--- config.mk ---
export PLATFORM = sky130hd
export DESIGN_NAME = pdma_fifo
export DESIGN_NICKNAME = d
export VERILOG_FILES = /design/src/rtl/pdma_pkg.sv /design/src/rtl/pdma_ring.sv /design/src/rtl/pdma_grouper.sv /design/src/rtl/pdma_flags.sv /design/src/rtl/pdma_fifo.sv
export SDC_FILE = /design/constraint.sdc
export NUM_CORES = 1
export LEC_CHECK = 0
export BUFFER_PORTS_ARGS = -buffer_cell sky130_fd_sc_hd__clkbuf_2
export CORE_ASPECT_RATIO = 1.5
export CORE_MARGIN = 5
export CORE_UTILIZATION = 40
export DETAILED_ROUTE_END_ITERATION = 7
export PLACE_DENSITY = 0.71
export REMOVE_ABC_BUFFERS = 1
export SLEW_MARGIN = 20
export SYNTH_ARGS = -nofsm -noshare
export SYNTH_HDL_FRONTEND = slang
export SYNTH_SLANG_ARGS = --single-unit
--- constraint.sdc ---
create_clock -name clk -period 5 [get_ports clk]
set_input_delay 0.75 -clock clk [delete_from_list [all_inputs] [get_ports clk]]
set_output_delay 0.75 -clock clk [all_outputs]
set_load 0.02 [all_outputs]
--- src/rtl/pdma_pkg.sv ---
package pdma_pkg;
   typedef enum logic {
      PDMA_TX = 1'b0,
      PDMA_RX = 1'b1
   } pdma_dir_e;
endpackage

--- src/rtl/pdma_ring.sv ---
module pdma_ring #(
   parameter int DW    = 16,
   parameter int DEPTH = 4,
   localparam int AW   = (DEPTH > 1) ? $clog2(DEPTH) : 1,
   localparam int LW   = $clog2(DEPTH + 1)
) (
   input  logic          clk,
   input  logic          rst_n,
   input  logic          push,
   input  logic          pop,
   input  logic [DW-1:0] wdata,
   output logic [DW-1:0] rdata,
   output logic [LW-1:0] level,
   output logic          full,
   output logic          empty
);
   logic [DW-1:0] slot_q [DEPTH];
   logic [AW-1:0] wr_ptr, rd_ptr, wr_nxt, rd_nxt;
   logic          do_push, do_pop;

   assign full    = (level == LW'(DEPTH));
   assign empty   = (level == '0);
   assign do_push = push && !full;
   assign do_pop  = pop && !empty;
   assign rdata   = slot_q[rd_ptr];

   generate
      if ((DEPTH & (DEPTH - 1)) == 0) begin : g_pow2
         assign wr_nxt = wr_ptr + 1'b1;
         assign rd_nxt = rd_ptr + 1'b1;
      end else begin : g_mod
         assign wr_nxt = (wr_ptr == AW'(DEPTH - 1)) ? '0 : wr_ptr + 1'b1;
         assign rd_nxt = (rd_ptr == AW'(DEPTH - 1)) ? '0 : rd_ptr + 1'b1;
      end
   endgenerate

   always_ff @(posedge clk or negedge rst_n) begin
      if (!rst_n) begin
         wr_ptr <= '0;
         rd_ptr <= '0;
         level  <= '0;
      end else begin
         if (do_push) wr_ptr <= wr_nxt;
         if (do_pop)  rd_ptr <= rd_nxt;
         case ({do_push, do_pop})
            2'b10:   level <= level + 1'b1;
            2'b01:   level <= level - 1'b1;
            default: level <= level;
         endcase
      end
   end

   always_ff @(posedge clk) begin
      if (do_push) slot_q[wr_ptr] <= wdata;
   end
endmodule

--- src/rtl/pdma_grouper.sv ---
module pdma_grouper #(
   parameter int CNT_W = 10,
   parameter int GROUP = 4,
   parameter int DEPTH = 4,
   localparam int LEN_W = $clog2(GROUP + 1),
   localparam int LW    = $clog2(DEPTH + 1)
) (
   input  logic             clk,
   input  logic             rst_n,
   input  logic             start,
   input  logic [CNT_W-1:0] count,
   input  logic             dir_rx,
   input  logic [LW-1:0]    level,
   input  logic             gnt,
   input  logic             rvalid,
   output logic             req,
   output logic [LEN_W-1:0] len,
   output logic             bursting,
   output logic             beat,
   output logic             active,
   output logic             finish
);
   logic [CNT_W-1:0] rem_q;
   logic [LEN_W-1:0] left_q, next_len;
   logic             room, issue;
   logic [LW:0]      free_w, lvl_w, need_w;

   assign next_len = (rem_q >= CNT_W'(GROUP)) ? LEN_W'(GROUP) : LEN_W'(rem_q);
   assign lvl_w    = {1'b0, level};
   assign free_w   = (LW+1)'(DEPTH) - lvl_w;
   assign need_w   = (LW+1)'(next_len);
   assign room     = dir_rx ? (lvl_w >= need_w) : (free_w >= need_w);
   assign active   = (rem_q != '0);
   assign bursting = (left_q != '0);
   assign issue    = active && !req && !bursting && room;
   assign beat     = bursting && (dir_rx || rvalid);
   assign finish   = (beat && rem_q == CNT_W'(1)) || (start && count == '0);

   always_ff @(posedge clk or negedge rst_n) begin
      if (!rst_n) begin
         rem_q  <= '0;
         left_q <= '0;
         req    <= 1'b0;
         len    <= '0;
      end else if (start) begin
         rem_q  <= count;
         left_q <= '0;
         req    <= 1'b0;
      end else begin
         if (issue) begin
            req <= 1'b1;
            len <= next_len;
         end
         if (req && gnt) begin
            req    <= 1'b0;
            left_q <= len;
         end
         if (beat) begin
            left_q <= left_q - 1'b1;
            rem_q  <= rem_q - 1'b1;
         end
      end
   end
endmodule

--- src/rtl/pdma_flags.sv ---
module pdma_flags (
   input  logic clk,
   input  logic rst_n,
   input  logic finish,
   input  logic clr,
   input  logic active,
   input  logic empty,
   output logic done,
   output logic run
);
   always_ff @(posedge clk or negedge rst_n) begin
      if (!rst_n)      done <= 1'b0;
      else if (finish) done <= 1'b1;
      else if (clr)    done <= 1'b0;
   end

   assign run = active || !empty;
endmodule

--- src/rtl/pdma_fifo.sv ---
module pdma_fifo
   import pdma_pkg::*;
#(
   parameter int DW    = 16,
   parameter int DEPTH = 4,
   parameter int GROUP = 4,
   parameter int CNT_W = 10
) (
   input  logic                       clk,
   input  logic                       rst_n,
   input  logic                       cfg_start,
   input  logic                       cfg_rx,
   input  logic [CNT_W-1:0]           cfg_count,
   input  logic                       done_clr,
   output logic                       mem_req,
   output logic                       mem_write,
   output logic [$clog2(GROUP+1)-1:0] mem_len,
   input  logic                       mem_gnt,
   input  logic                       mem_rvalid,
   input  logic [DW-1:0]              mem_rdata,
   output logic                       mem_wvalid,
   output logic [DW-1:0]              mem_wdata,
   output logic                       per_tx_valid,
   input  logic                       per_tx_ready,
   output logic [DW-1:0]              per_tx_data,
   input  logic                       per_rx_valid,
   output logic                       per_rx_ready,
   input  logic [DW-1:0]              per_rx_data,
   output logic                       done,
   output logic                       run
);
   localparam int LW = $clog2(DEPTH + 1);

   generate
      if (GROUP < 1 || GROUP > DEPTH) begin : g_bad_group
         $error("pdma_fifo: GROUP must be between 1 and DEPTH");
      end
      if (DEPTH < 2) begin : g_bad_depth
         $error("pdma_fifo: DEPTH must be at least 2");
      end
      if (CNT_W < $clog2(GROUP + 1)) begin : g_bad_cnt
         $error("pdma_fifo: CNT_W too narrow for GROUP");
      end
   endgenerate

   pdma_dir_e        dir_q;
   logic [CNT_W-1:0] rx_left_q;
   logic             start_ok, is_rx;
   logic             ring_push, ring_pop, ring_full, ring_empty;
   logic [DW-1:0]    ring_wdata, ring_rdata;
   logic [LW-1:0]    ring_level;
   logic             bursting, beat, active, finish;

   assign start_ok = cfg_start && !run;
   assign is_rx    = (dir_q == PDMA_RX);

   always_ff @(posedge clk or negedge rst_n) begin
      if (!rst_n) begin
         dir_q     <= PDMA_TX;
         rx_left_q <= '0;
      end else if (start_ok) begin
         dir_q     <= cfg_rx ? PDMA_RX : PDMA_TX;
         rx_left_q <= cfg_rx ? cfg_count : '0;
      end else if (per_rx_valid && per_rx_ready) begin
         rx_left_q <= rx_left_q - 1'b1;
      end
   end

   assign per_rx_ready = active && is_rx && (rx_left_q != '0) && !ring_full;
   assign per_tx_valid = !is_rx && !ring_empty;
   assign per_tx_data  = ring_rdata;
   assign mem_wvalid   = is_rx && bursting;
   assign mem_wdata    = ring_rdata;
   assign mem_write    = is_rx;

   assign ring_push  = is_rx ? (per_rx_valid && per_rx_ready) : (bursting && mem_rvalid);
   assign ring_wdata = is_rx ? per_rx_data : mem_rdata;
   assign ring_pop   = is_rx ? mem_wvalid : (per_tx_valid && per_tx_ready);

   pdma_ring #(.DW(DW), .DEPTH(DEPTH)) i_ring (
      .clk   (clk),
      .rst_n (rst_n),
      .push  (ring_push),
      .pop   (ring_pop),
      .wdata (ring_wdata),
      .rdata (ring_rdata),
      .level (ring_level),
      .full  (ring_full),
      .empty (ring_empty)
   );

   pdma_grouper #(.CNT_W(CNT_W), .GROUP(GROUP), .DEPTH(DEPTH)) i_grouper (
      .clk      (clk),
      .rst_n    (rst_n),
      .start    (start_ok),
      .count    (cfg_count),
      .dir_rx   (start_ok ? cfg_rx : is_rx),
      .level    (ring_level),
      .gnt      (mem_gnt),
      .rvalid   (mem_rvalid),
      .req      (mem_req),
      .len      (mem_len),
      .bursting (bursting),
      .beat     (beat),
      .active   (active),
      .finish   (finish)
   );

   pdma_flags i_flags (
      .clk    (clk),
      .rst_n  (rst_n),
      .finish (finish),
      .clr    (done_clr),
      .active (active),
      .empty  (ring_empty),
      .done   (done),
      .run    (run)
   );
endmodule

==> summary.md <==
The flow ran to the end, and the final reports show no timing, DRC or antenna violations. The power density over the cells came out at 623 nW/um^2. Row generation in the floorplan step produced 49 rows. For this configuration, the core starts out at a cell density of 41.0%. The async set-reset flop share out of synthesis was 36.0%; the hold-critical path depth was 1. The kind of launch point of the worst setup path is a flip-flop.

Share of final-layout standard cells stronger than drive strength 1: 34.7%. The logs give 0 for the number of antenna repair diodes and 1.84 ns for the worst setup slack for register-to-register paths. The y dimension of the die works out to 146 um. The run gives 3.39 ns as the endpoint arrival time on the critical path. For the worst setup path, the data required time is 5.23 ns.

The number of max-cap violations is 0, and the total setup violations reported at the end of the flow is 0. The number of library cell types mapped by synthesis came out at 52. Buffer levels on the longest clock path: 2.

In this run the worst path has a maximum fanout of 8. Dividing the synthesized area by the synthesized cell count gives 13.2 um^2. Final worst clock skew: 0.00824 ns. The count of hold-fix buffers inserted at cts was 0; the actual transition at the worst max-transition pin was 0.972 ns. The number of port buffers is 92, and the total placed cells including tap cells is 589. The post-cts gate resize count was 0.

Counting I/O delays and the setup requirement, the final critical path takes 3.16 ns. The fraction of synthesized cell area taken by the top area cell type is 39.0%. The total number of vias was 3222. The most numerous cell type found on the critical path is sky130_fd_sc_hd__nand2_1. The first detailed-routing pass ran for 4 iterations. The last weighted congestion value of the routability-driven placer is 0.865, and the floorplan die area is 14700 um^2. The finished layout holds 605 standard cells, fillers aside. The startpoint-to-endpoint class of the critical path is flip-flop to flip-flop. The sequential element share of the synthesized area came out at 57.2%. After synthesis the netlist holds a flip-flop and latch count of 100. The commonest cells after synthesis are sky130_fd_sc_hd__edfxtp_1, sky130_fd_sc_hd__dfrtp_1, sky130_fd_sc_hd__nand2_1. The run gives 97 as the starting DRC count in detailed routing.

The number of pins with negative max-slew slack in the final report was 0; the average routed wire per standard cell was 16.7 um. Area of the mapped netlist: 4930 um^2. Slowest cell on the critical path: sky130_fd_sc_hd__nor3_1. The H-tree generated during clock tree synthesis spans 3 levels. The worst setup path is captured at a flip-flop.

Headroom to the max-slew limit came out at 35.2%. On the final layout, the worst hold slack is 0.512 ns. The Yosys step of the flow raised 0 warnings.

In this run the worst hold path is classified as flip-flop to flip-flop. The tools report the master cell of the clock root buffer as sky130_fd_sc_hd__clkbuf_16. In the final design database the tool counted 518 nets. Static timing analysis puts the maximum clock frequency at 317 MHz. Synthesis produced a netlist whose cell count is 373.

The total track usage came out at 14.2%. In the post-synthesis netlist, the biggest area contributors are sky130_fd_sc_hd__edfxtp_1, sky130_fd_sc_hd__dfrtp_1, sky130_fd_sc_hd__mux4_2. Traced cell by cell, the critical path runs through nor4_4 -> nand2_1 -> nor3_1 -> nand2_1 -> inv_1 -> ha_1 -> nand2b_1 -> a21oi_1 -> o211ai_1 -> and3_1 -> o21a_1. The worst register-to-register path begins at i_grouper.rem_q[3]$_DFFE_PN0P_. The worst hold path begins at i_ring.level[0]$_DFFE_PN0P_. In this run, synthesis inferred 64 flip-flops with an integrated enable. The analysis attributes to cell leakage a power of 2.31 nW. The run gives 100 as the number of clock sinks. Summed over all instances, the cell type with the most area after synthesis is sky130_fd_sc_hd__edfxtp_1. The post-route fraction of the period consumed by the critical path was 63.1%. Summed over all failing endpoints, the final setup total negative slack is 0 ns. VDD sags by at most 0.290 mV. In the routed design, unresolved DRC markers number 0. TritonCTS built the clock tree.

The commonest register cell after synthesis was sky130_fd_sc_hd__edfxtp_1. The depth of the most critical reg-to-reg path came out at 11. Summed over all layers, the routed wires come to 10.1 mm.

The most instantiated library cell after synthesis is sky130_fd_sc_hd__edfxtp_1. After clock tree synthesis, the setup repair step added 0 buffers. In this run the standard cell core region covers 12000 um^2. In this run the critical register-to-register path is captured at i_grouper.req$_DFFE_PN0P_.

The area overhead of the layout relative to synthesis was 16.1%; the initial antenna violation count was 0. The run gives 38 as the pin count of the biggest net entering global routing. The run gives 0.34 ns as the clock latency at the later pin of the worst-skew pair. The detail route stage leaves a number of antenna-violating nets equal to 0. The die is 101 um wide.

The path with the worst hold slack has its endpoint at i_ring.level[0]$_DFFE_PN0P_. The number of top-level design ports was 93. Detailed placement ended at an HPWL of 7.23 mm. In this design, the stage delay of the slowest critical-path cell is 0.64 ns. The run gives 0 as the number of hold violations in the final report. The tools report the number of global-route vias before repair as 3332. The first global-routing pass estimated 16.5 mm of wire.

The total overflow left after global routing is 0. After clock tree synthesis, the clock-pin slew on the worst setup and hold paths is 0.07 ns. Setup repair after global routing left no endpoint under its margin.

In this run, CTS created clock tree buffers numbering 9. After detailed routing, the number of vias per cell comes to 5.33.
[per-stage QoR]
stage / util (%) / setup slack [ns] / power, mW / instance area, um^2
floorplan: - / 2.13 / 2.43 / 4760
finish: 47.7 / 1.84 / 3.57 / 5730
CTS: 47.6 / 1.82 / 3.62 / 5730
global placement: 45.1 / 2.02 / 2.84 / 5420
global route: 47.7 / 1.55 / 3.81 / 5730
detailed placement: 45.1 / 1.84 / 2.90 / 5420
[critical path, delay by kind of cell (launching register included)]
kind	cells	cell delay, ns
AOI/OAI and AO/OA	3	0.48
buffers and inverters	1	0.09
and+or+nand+nor	6	1.82
DFF	1	0.45
adders and majority gates	1	0.22
[metal layers]
metal	up-vias	global-route usage, %	wire length [um]
met5	-	0	0
met4	0	4.52	129
met3	12	3.07	649
met2	108	25.1	5230
met1	1588	17.0	4090
li1	1514	-	-
[sequential cells by signal (all words and copies together), names as in the netlist, 2 cells and up]
| signal | flops |
|---|---|
| i_ring.wr_ptr | 2 |
| i_grouper.rem_q | 10 |
| i_ring.rd_ptr | 2 |
| i_ring.slot_q | 64 |
| i_ring.level | 3 |
| i_grouper.len | 3 |
| i_grouper.left_q | 3 |
| rx_left_q | 10 |
[layout make-up]
| class | instances | area, um^2 |
|---|---|---|
| fillers | 1111 | 6290 |
| multi-input cells | 223 | 1860 |
| clock buffers | 9 | 225 |
| well taps | 153 | 191 |
| repair buffers | 93 | 468 |
| clock inverters | 7 | 82.6 |
| inverters | 20 | 75.1 |
| flip-flops and latches | 100 | 2820 |
[power breakdown]
group          total (mW)  internal [mW]  switching, mW
sequential           1.40           1.17          0.232
clock               0.709          0.396          0.313
combinational        1.46          0.628          0.834
[worst max-delay path by stage]
stage / start / to / slack [ns] / cells after the start
floorplan: rx_left_q[0]$_DFFE_PN0P_ / i_ring.level[2]$_DFFE_PN0P_ / 2.13 / 12
global placement: rx_left_q[0]$_DFFE_PN0P_ / i_ring.level[2]$_DFFE_PN0P_ / 2.02 / 12
detailed placement: i_grouper.rem_q[3]$_DFFE_PN0P_ / i_grouper.req$_DFFE_PN0P_ / 1.84 / 11
CTS: i_grouper.rem_q[3]$_DFFE_PN0P_ / i_grouper.req$_DFFE_PN0P_ / 1.82 / 11
global route: i_grouper.rem_q[3]$_DFFE_PN0P_ / i_grouper.req$_DFFE_PN0P_ / 1.55 / 11
finish: i_grouper.rem_q[3]$_DFFE_PN0P_ / i_grouper.req$_DFFE_PN0P_ / 1.84 / 11
[cell families after synthesis]
group | count (synthesis) | synth area share, %
DFF | 100 | 57.2
xor gates and xnor gates | 16 | 2.84
buffers and inverters | 50 | 5.07
adders and majority gates | 20 | 5.23
and+or+nand+nor | 106 | 11.8
muxes | 35 | 11.7
AOI/OAI and AO/OA | 46 | 6.11
[placed cells by master, fill, tap and decap left out, types with 2 or more instances in the layout]
master and count:
sky130_fd_sc_hd__nor3_1 5, sky130_fd_sc_hd__inv_1 20, sky130_fd_sc_hd__nor2_1 13, sky130_fd_sc_hd__edfxtp_1 64, sky130_fd_sc_hd__xnor2_1 10, sky130_fd_sc_hd__o31ai_1 2
sky130_fd_sc_hd__or3_1 3, sky130_fd_sc_hd__o211ai_1 4, sky130_fd_sc_hd__nand4_1 3, sky130_fd_sc_hd__nor2b_1 3, sky130_fd_sc_hd__nor4b_1 2, sky130_fd_sc_hd__a31oi_1 3
sky130_fd_sc_hd__a211oi_1 5, sky130_fd_sc_hd__mux2_2 17, sky130_fd_sc_hd__nand3b_1 4, sky130_fd_sc_hd__clkinv_4 3, sky130_fd_sc_hd__mux4_2 16, sky130_fd_sc_hd__and3_1 4
sky130_fd_sc_hd__o21ai_0 16, sky130_fd_sc_hd__o21ba_2 2, sky130_fd_sc_hd__nand3_1 17, sky130_fd_sc_hd__and2b_2 4, sky130_fd_sc_hd__clkbuf_2 92, sky130_fd_sc_hd__nand2_1 31
sky130_fd_sc_hd__nor4_1 5, sky130_fd_sc_hd__a21oi_1 5, sky130_fd_sc_hd__ha_1 19, sky130_fd_sc_hd__inv_8 2, sky130_fd_sc_hd__nand2b_1 2, sky130_fd_sc_hd__dfrtp_1 35
sky130_fd_sc_hd__o22ai_1 2, sky130_fd_sc_hd__xor2_1 6, sky130_fd_sc_hd__clkbuf_16 9
No activity file was read; power rests on OpenSTA's default activity.
